File: config.mk
export PLATFORM = sky130hd
export DESIGN_NAME = nic_hcsr
export DESIGN_NICKNAME = d
export VERILOG_FILES = /design/src/rtl/nic_hcsr_pkg.sv /design/src/rtl/nic_hcsr_decode.sv /design/src/rtl/nic_hcsr_ctrl.sv /design/src/rtl/nic_hcsr_stat.sv /design/src/rtl/nic_hcsr.sv
export SDC_FILE = /design/constraint.sdc
export NUM_CORES = 1
export LEC_CHECK = 0
export ABC_AREA = 0
export BUFFER_PORTS_ARGS = -buffer_cell sky130_fd_sc_hd__buf_2
export CAP_MARGIN = 5
export CORE_MARGIN = 3
export CORE_UTILIZATION = 36
export DETAILED_ROUTE_END_ITERATION = 12
export GPL_TIMING_DRIVEN = 0
export PLACE_DENSITY = 0.8
export SYNTH_ARGS = -nofsm -noshare
export SYNTH_HDL_FRONTEND = slang
export SYNTH_SLANG_ARGS = --single-unit
File: constraint.sdc
create_clock -name clk_i -period 2.8 [get_ports clk_i]
set_input_delay 0.28 -clock clk_i [delete_from_list [all_inputs] [get_ports clk_i]]
set_output_delay 0.28 -clock clk_i [all_outputs]
set_load 0.05 [all_outputs]
File: src/rtl/nic_hcsr_pkg.sv
package nic_hcsr_pkg;
  localparam int DATA_W = 16;

  // control / status bit positions
  localparam int B_EN    = 0;
  localparam int B_HIRQ  = 2;
  localparam int B_OPCOM = 3;
  localparam int B_RST   = 4;
  localparam int B_HALT  = 5;
  localparam int B_PWRL  = 6;
  localparam int B_CHKD  = 8;

  localparam logic [2:0] IPL_PWRL  = 3'd7;
  localparam logic [2:0] IPL_OPCOM = 3'd6;
  localparam logic [2:0] IPL_NONE  = 3'd0;

  typedef struct packed {
    logic halt;
    logic rst;
    logic chk_dis;
    logic pwr_low;
    logic opcom;
    logic pend;
    logic en;
  } ctrl_t;

  localparam ctrl_t CTRL_RST = '{halt: 1'b1, rst: 1'b1, chk_dis: 1'b0,
                                 pwr_low: 1'b0, opcom: 1'b0, pend: 1'b0,
                                 en: 1'b0};
endpackage

File: src/rtl/nic_hcsr_decode.sv
module nic_hcsr_decode #(
  parameter int ADDR_W    = 16,
  parameter int SEL_W     = 2,
  parameter int BASE_ADDR = 'o140360,
  parameter int STRIDE    = 4
) (
  input  logic              clk_i,
  input  logic              rst_ni,
  input  logic [SEL_W-1:0]  sel_i,
  input  logic [ADDR_W-1:0] addr_i,
  output logic              ctrl_hit_o,
  output logic              stat_hit_o
);
  localparam int NUM_SEL = 1 << SEL_W;

  logic [ADDR_W-1:0] base_tbl [NUM_SEL];
  logic [ADDR_W-1:0] off;
  logic              in_win;

  for (genvar g = 0; g < NUM_SEL; g++) begin : g_base
    assign base_tbl[g] = ADDR_W'(BASE_ADDR + g * STRIDE);
  end

  assign off        = addr_i - base_tbl[sel_i];
  assign in_win     = off < ADDR_W'(4);
  assign ctrl_hit_o = in_win &&  off[0];
  assign stat_hit_o = in_win && !off[0];


  hit_excl_chk: assert property (@(posedge clk_i) disable iff (!rst_ni)
    $onehot0({ctrl_hit_o, stat_hit_o}));
endmodule

File: src/rtl/nic_hcsr_ctrl.sv
module nic_hcsr_ctrl
  import nic_hcsr_pkg::*;
(
  input  logic              clk_i,
  input  logic              rst_ni,
  input  logic              mclr_i,
  input  logic              wr_en_i,
  input  logic [DATA_W-1:0] wdata_i,
  input  logic              irq_set_i,
  output ctrl_t             q_o
);
  ctrl_t q;
  logic  unused_wbits;

  assign unused_wbits = ^{wdata_i[DATA_W-1:B_CHKD+1], wdata_i[B_CHKD-1], wdata_i[1]};

  always_ff @(posedge clk_i or negedge rst_ni) begin
    if (!rst_ni) begin
      q <= CTRL_RST;
    end else if (mclr_i) begin
      q <= CTRL_RST;
    end else begin
      if (wr_en_i) begin
        q.halt    <= wdata_i[B_HALT];
        q.rst     <= wdata_i[B_RST];
        q.chk_dis <= wdata_i[B_CHKD];
        q.pwr_low <= wdata_i[B_PWRL];
        q.opcom   <= wdata_i[B_OPCOM];
        q.en      <= wdata_i[B_EN];
      end
      if (wr_en_i && !wdata_i[B_HIRQ]) q.pend <= 1'b0;
      if (irq_set_i)                   q.pend <= 1'b1; // set wins
    end
  end

  assign q_o = q;


  mclr_park_chk: assert property (@(posedge clk_i) disable iff (!rst_ni)
    mclr_i |=> (q.halt && q.rst && !q.pend && !q.en));

  start_release_chk: assert property (@(posedge clk_i) disable iff (!rst_ni)
    (wr_en_i && !mclr_i && !wdata_i[B_HALT] && !wdata_i[B_RST]) |=> (!q.halt && !q.rst));

  pend_set_chk: assert property (@(posedge clk_i) disable iff (!rst_ni)
    (irq_set_i && !mclr_i) |=> q.pend);

  pend_clr_chk: assert property (@(posedge clk_i) disable iff (!rst_ni)
    (wr_en_i && !wdata_i[B_HIRQ] && !irq_set_i) |=> !q.pend);
endmodule

File: src/rtl/nic_hcsr_stat.sv
module nic_hcsr_stat
  import nic_hcsr_pkg::*;
#(
  parameter int BANK_W = 8
) (
  input  logic              clk_i,
  input  logic              rst_ni,
  input  logic              rd_hit_i,
  input  logic [BANK_W-1:0] bank_i,
  input  ctrl_t             q_i,
  output logic [DATA_W-1:0] rdata_o,
  output logic [2:0]        ipl_o
);
  localparam int LOW_W = DATA_W - BANK_W;

  logic [DATA_W-1:0] stat_word;
  logic [LOW_W-1:0]  low;
  logic              unused_bank;

  assign unused_bank = ^bank_i[1:0];

  always_comb begin
    low         = '0;
    low[B_HALT] = q_i.halt;
    low[B_RST]  = q_i.rst;
    low[B_HIRQ] = q_i.pend;
    low[B_EN]   = q_i.en;
  end

  // bank sits on a half-megabyte boundary: low two bits forced to zero
  assign stat_word = {bank_i[BANK_W-1:2], 2'b00, low};
  assign rdata_o   = rd_hit_i ? stat_word : '0;

  assign ipl_o = q_i.pwr_low ? IPL_PWRL  :
                 q_i.opcom   ? IPL_OPCOM : IPL_NONE;


  rdata_idle_chk: assert property (@(posedge clk_i) disable iff (!rst_ni)
    !rd_hit_i |-> (rdata_o == '0));

  ipl_pwr_chk: assert property (@(posedge clk_i) disable iff (!rst_ni)
    q_i.pwr_low |-> (ipl_o == 3'd7));

  bank_low_chk: assert property (@(posedge clk_i) disable iff (!rst_ni)
    rdata_o[9:8] == 2'b00);
endmodule

File: src/rtl/nic_hcsr.sv
module nic_hcsr
  import nic_hcsr_pkg::*;
#(
  parameter int ADDR_W    = 16,
  parameter int SEL_W     = 2,
  parameter int BANK_W    = 8,
  parameter int BASE_ADDR = 'o140360,
  parameter int STRIDE    = 4
) (
  input  logic              clk_i,
  input  logic              rst_ni,
  input  logic              mclr_i,
  input  logic [SEL_W-1:0]  sel_i,
  input  logic [ADDR_W-1:0] addr_i,
  input  logic              wr_i,
  input  logic              rd_i,
  input  logic [DATA_W-1:0] wdata_i,
  output logic [DATA_W-1:0] rdata_o,
  input  logic [BANK_W-1:0] bank_i,
  input  logic              lp_irq_set_i,
  output logic              lp_halt_o,
  output logic              lp_reset_o,
  output logic [2:0]        lp_ipl_o,
  output logic              chk_dis_o,
  output logic              host_irq_o
);
  logic  ctrl_hit, stat_hit;
  ctrl_t q;

  nic_hcsr_decode #(
    .ADDR_W(ADDR_W), .SEL_W(SEL_W), .BASE_ADDR(BASE_ADDR), .STRIDE(STRIDE)
  ) u_decode (
    .clk_i, .rst_ni, .sel_i, .addr_i,
    .ctrl_hit_o(ctrl_hit), .stat_hit_o(stat_hit)
  );

  nic_hcsr_ctrl u_ctrl (
    .clk_i, .rst_ni, .mclr_i,
    .wr_en_i  (wr_i && ctrl_hit),
    .wdata_i,
    .irq_set_i(lp_irq_set_i),
    .q_o      (q)
  );

  nic_hcsr_stat #(.BANK_W(BANK_W)) u_stat (
    .clk_i, .rst_ni,
    .rd_hit_i(rd_i && stat_hit),
    .bank_i,
    .q_i     (q),
    .rdata_o,
    .ipl_o   (lp_ipl_o)
  );

  assign lp_halt_o  = q.halt;
  assign lp_reset_o = q.rst;
  assign chk_dis_o  = q.chk_dis;
  assign host_irq_o = q.pend && q.en;


  host_irq_en_chk: assert property (@(posedge clk_i) disable iff (!rst_ni)
    (rd_i && stat_hit && host_irq_o) |-> (rdata_o[B_EN] && rdata_o[B_HIRQ]));

  ctrl_read_zero_chk: assert property (@(posedge clk_i) disable iff (!rst_ni)
    (rd_i && ctrl_hit) |-> (rdata_o == '0));
endmodule

# == Word-level counts from Yosys, hierarchy flattened ==
# Cells that the tools add are included.
# word_totals
ff_bits,7
input_bits,48
wordCells,32
output_inout_bits,23
# op_classes
bitwise,1
n_mux,11
magnitude_cmp,2
n_reduce_logical,10
add_sub_neg,1
# op_table
op,count
16-bit two-way mux,3
16-bit binary-select mux with 2-bit select,1
16-bit by 3-bit less-than comparator with 1-bit output (second input constant),1
16-bit subtractor,1
7-bit two-way mux,1
1-bit logical AND,6
3-bit two-way mux,2
5-bit two-way mux,1
3-bit greater-or-equal comparator (second input constant),1
1-bit two-way mux,3
2-bit NOT with 3-bit output,1
3-bit nonzero test,1
1-bit logical NOT,2
2-bit nonzero test,1

# == Longest topological paths before layout ==
# logic_depth
word_depth,12
mapped_depth,9
mapped_depth_nobuf,9

# == Hierarchy ==
# A second synthesis with hierarchy kept.
# unflattened
cells_unflattened,83
hier_area_um2,711.9
# by_module_without_submodules
module,instances,area_each_um2,cells_per_inst,seq_area_each_um2
nic_hcsr_ctrl,1,305.3,23,177.7
nic_hcsr_decode,1,255.2,37,0.0
nic_hcsr_stat,1,132.6,20,0.0
nic_hcsr,1,18.8,3,0.0

# == Worst setup path after synthesis ==
# OpenSTA, ideal clock, no wires.
# synth_timing
path_type,input to output
startpoint,input port addr_i[2]
endpoint,output port rdata_o[0]
slack_ns,0.281
path_stages,8
arrival_ns,2.239
n_path_buf,0
required_ns,2.520
path_cell_list,inv_1 -> ha_1 -> inv_1 -> fa_1 -> o31ai_1 -> nor2_1 -> nor4b_2 -> and3_1
# synth_between
elab_chain_cells,5
# synth_lines
item,line_no,text
"start, declared",nic_hcsr.sv:14,"input logic [ADDR_W-1:0] addr_i,"
16-bit subtractor,nic_hcsr_decode.sv:24,assign off = addr_i - base_tbl[sel_i];
16-bit by 3-bit less-than comparator with 1-bit output,nic_hcsr_decode.sv:25,assign in_win = off < ADDR_W'(4);
1-bit logical AND,nic_hcsr_decode.sv:27,assign stat_hit_o = in_win && !off[0];
1-bit logical AND,nic_hcsr.sv:47,".rd_hit_i(rd_i && stat_hit),"
16-bit two-way mux,nic_hcsr_stat.sv:32,assign rdata_o = rd_hit_i ? stat_word : '0;
"end, declared",nic_hcsr.sv:18,"output logic [DATA_W-1:0] rdata_o,"
# Every way passes these cells.

# == Worst setup path after layout ==
# layout_timing
startpoint,input port addr_i[2]
endpoint,output port rdata_o[15]
# Same word-level chain as after synthesis.

==> impl_results.md <==
* Full die area at 2630 µm²
* Clk pwr share at 32.4%
* Post-synth ARST share at 100%
* Worst Tran Pin Value at 0.595 ns
* Post-place setup slack at -0.0137 ns
* Layout area overhead at 49.1%
* Routed wire length at 1.87 mm
* WP buf/inv at 5
* Worst-path clk slew at 0.05 ns
* Commonest cells post-synth: nor2_1, and3_1, nand2b_1
* Peak Freq at 0.387 GHz
* Initial antenna violation count at 0
* TritonCTS clock tree: done
* CTS root buffer: clkbuf_4
* DR WL/cell at 10.5 µm
* Largest net degree at the start of global routing at 11
* Compound-Gate Fraction of Synth Area at 9.14%
* LEAKAGE at 0.625 nW
* DR vias/cell at 4.51
* Hold WC Path Type: input pin to register
* Gpl congestion at 0.703
* Global-route wire length before repair at 2.91 mm
* Worst path depth at 11
* Share of the synthesized area in the top cell type at 16.9%
* Antenna Cells at 0
* Post-Syn Area per Cell at 8.13 µm²
* Slew margin rel. at 60.0%
* Post-synth EDFFs at 0
* Max clock buf depth at 2
* Crit-path cells: buf_2, inv_1, ha_1, inv_1, fa_1, o31ai_1, nor2_1, nor4b_4, buf_4, and3_1, buf_2
* Initial core utilization at 40.2%
* Worst path slowest cell: fa_1
* Latest clock arrival within the worst-skew pair at 0.25 ns
* CP top delay family: buffers and inverters
* Sequential-to-total area share from yosys stat at 24.0%
* RSZ-0062 raised after global routing: no
* Multiplexer share of the synthesized area at 9.48%
* Mapped Cells at 91
* Hpwl dp at 1.54 mm
* WS Path Type: input pin to output pin
* Yosys top cell by area: dfrtp_1
* CP required at 2.52 ns
* Largest family of logic cells by synthesized area: simple AND/OR/NAND/NOR gates
* Setup crit end kind: output pin
* Sw frac at 32.0%
* Overflow after GRT at 0
* Layout cell share with drive strength beyond 1 at 45.5%
* Post-DRT Antenna Nets at 0
* Hold Path Cell Cnt at 3
* Row count at 15
* Setup violators final at 0
* Worst-path fanout max at 10
* Combinational cell fraction of total power at 32.0%
* Gr usage total at 14.4%
* Drt drc at 0
* Crit path arrival time at 2.31 ns
* Depth of the CTS H-tree at 1
* Post-Synth Simple-Gate Area at 39.4%
* Vias in the first global route at 731
* Post-Synth Adder-Cell Area at 6.09%
* Synthesized cell area at 739 µm²
* Top FF cell, synth: dfrtp_1
* R2R cell count at 2
* Final Hold Viols at 0
* Clk_skew at 0 ns
* Power density over the cells at 263 nW/µm²
* Yosys warns at 0
* IO Pins at 71
* Clk sinks at 7
* Worst vdd ir at 0.223 mV
* Core area at 1840 µm²
* Synthesized flop and latch total at 7
* Max cap viols at 0
* Period utilization at 92.3%
* Count of different cell masters after synthesis at 30
* Synth area leaders: dfrtp_1, mux2i_1, and3_1
* Num CTS Buffers at 3
* Post-route minimum period at 2.59 ns
* Startpoint Class: input pin
* Critical path's largest stage delay at 0.43 ns
* Most common cell in the synthesized netlist: nor2_1
* Psw at 0.0927 mW
* Height of the die at 51.3 µm
* NumNets Final at 206
* Share of power burned in registers at 35.6%
* Number of detailed-route iterations in the first pass at 6
* DRT iter0 DRCs at 6
* Internal power at 0.197 mW
* Via count at 807
* Max FFs per register at 7
* Horiz. Die Dim at 51.3 µm
* Status: complete, no violations
* Max-slew violation count at 0
* Post-Synth XOR/XNOR Area at 1.18%
* Final WS setup at 0.215 ns
* Port Buffers at 52
* Core Util, Final at 59.9%
-- power groups by stage --
stage	Sequential, mW	Combinational [mW]	Clock [mW]
3_3_place_gp	0.105	0.0878	0
4_1_cts	0.103	0.0927	0.0966
6_report	0.103	0.0928	0.0937
5_1_grt	0.103	0.104	0.0995
2_1_floorplan	0.104	0.0552	0
3_5_place_dp	0.105	0.0902	0
-- path summary, 6_finish.rpt --
path / from / end / slack, ns
worst max-delay path: addr_i[2] / rdata_o[15] / 0.21
worst min-delay path: wdata_i[4] / u_ctrl.q_o[5] / 0.27
worst max register to register: u_ctrl.q_o[6] / u_ctrl.q_o[6] / 2.00
worst min register to register: u_ctrl.q_o[4] / u_ctrl.q_o[4] / 0.54
max in group asynchronous: rst_ni / u_ctrl.q_o[6] / 2.18
min in group asynchronous: rst_ni / u_ctrl.q_o[0] / 0.39
-- what timing repair did --
| item | in CTS | in global routing |
|---|---|---|
| resized for setup | 1 | 0 |
| setup buffers | 0 | 1 |
| pin swaps | 0 | 1 |
| hold endpoints to repair | 5 | 0 |
| setup endpoints to repair | 7 | 10 |
| hold buffers | 1 | 0 |
-- cells by family after synthesis --
family | after synthesis
AO/OA/AOI/OAI | 11
XOR/XNOR | 1
adder cells (fa/ha/maj) | 3
buffers and inverters | 12
flip-flops | 7
multiplexers | 7
other | 1
AND/OR/NAND/NOR | 49
-- worst register-to-register path: cells and delay by family, from the launching register on --
family           cells  cell delay (ns)
DFF                  1             0.53
muxes                1             0.15
and+or+nand+nor      1             0.04
-- metrics by stage --
| stage | setup TNS (ns) | instance area (µm²) | total power [mW] | hold slack [ns] | instances |
|---|---|---|---|---|---|
| detailed placement | -0.0267 | 1050 | 0.195 | 0.124 | 173 |
| finish | 0 | 1100 | 0.290 | 0.271 | 179 |
| global route | 0 | 1100 | 0.307 | 0.301 | 179 |
| global placement | 0 | 1050 | 0.192 | 0.117 | 173 |
| floorplan | 0 | 758 | 0.160 | -0.0156 | 96 |
| CTS | 0 | 1090 | 0.292 | 0.275 | 178 |
-- cell usage in the layout (no fill, tap or decap), drive strengths merged, types with 2 or more instances in the layout --
| cell type | count |
|---|---|
| a21oi | 2 |
| inv | 3 |
| conb | 6 |
| buf | 61 |
| ha | 2 |
| nor2b | 2 |
| dfrtp | 5 |
| nand3 | 2 |
| mux2i | 7 |
| dfstp | 2 |
| nor3 | 3 |
| nand2b | 9 |
| nor2 | 12 |
| and3 | 11 |
| o21ai | 4 |
| clkbuf | 5 |
| o211ai | 2 |
| nand2 | 4 |
| nor4 | 2 |
-- routing by layer --
layer,part of all wire (%),up-vias,global-route usage [%],routed length (µm)
met4,1.5,0,9.17,29
li1,-,432,-,-
met5,0,-,0,0
met1,39,336,16.0,726
met2,49,36,25.8,922
met3,10,3,1.46,195
-- layout make-up --
class / count / area (µm²)
Fill cell: 188 / 737
Multi-Input combinational cell: 77 / 514
Timing Repair Buffer: 54 / 278
Sequential cell: 7 / 178
Buffer: 9 / 63.8
Tap cell: 25 / 31.3
Clock buffer: 4 / 26.3
Inverter: 3 / 11.3
(Power assumes the default switching activity.)
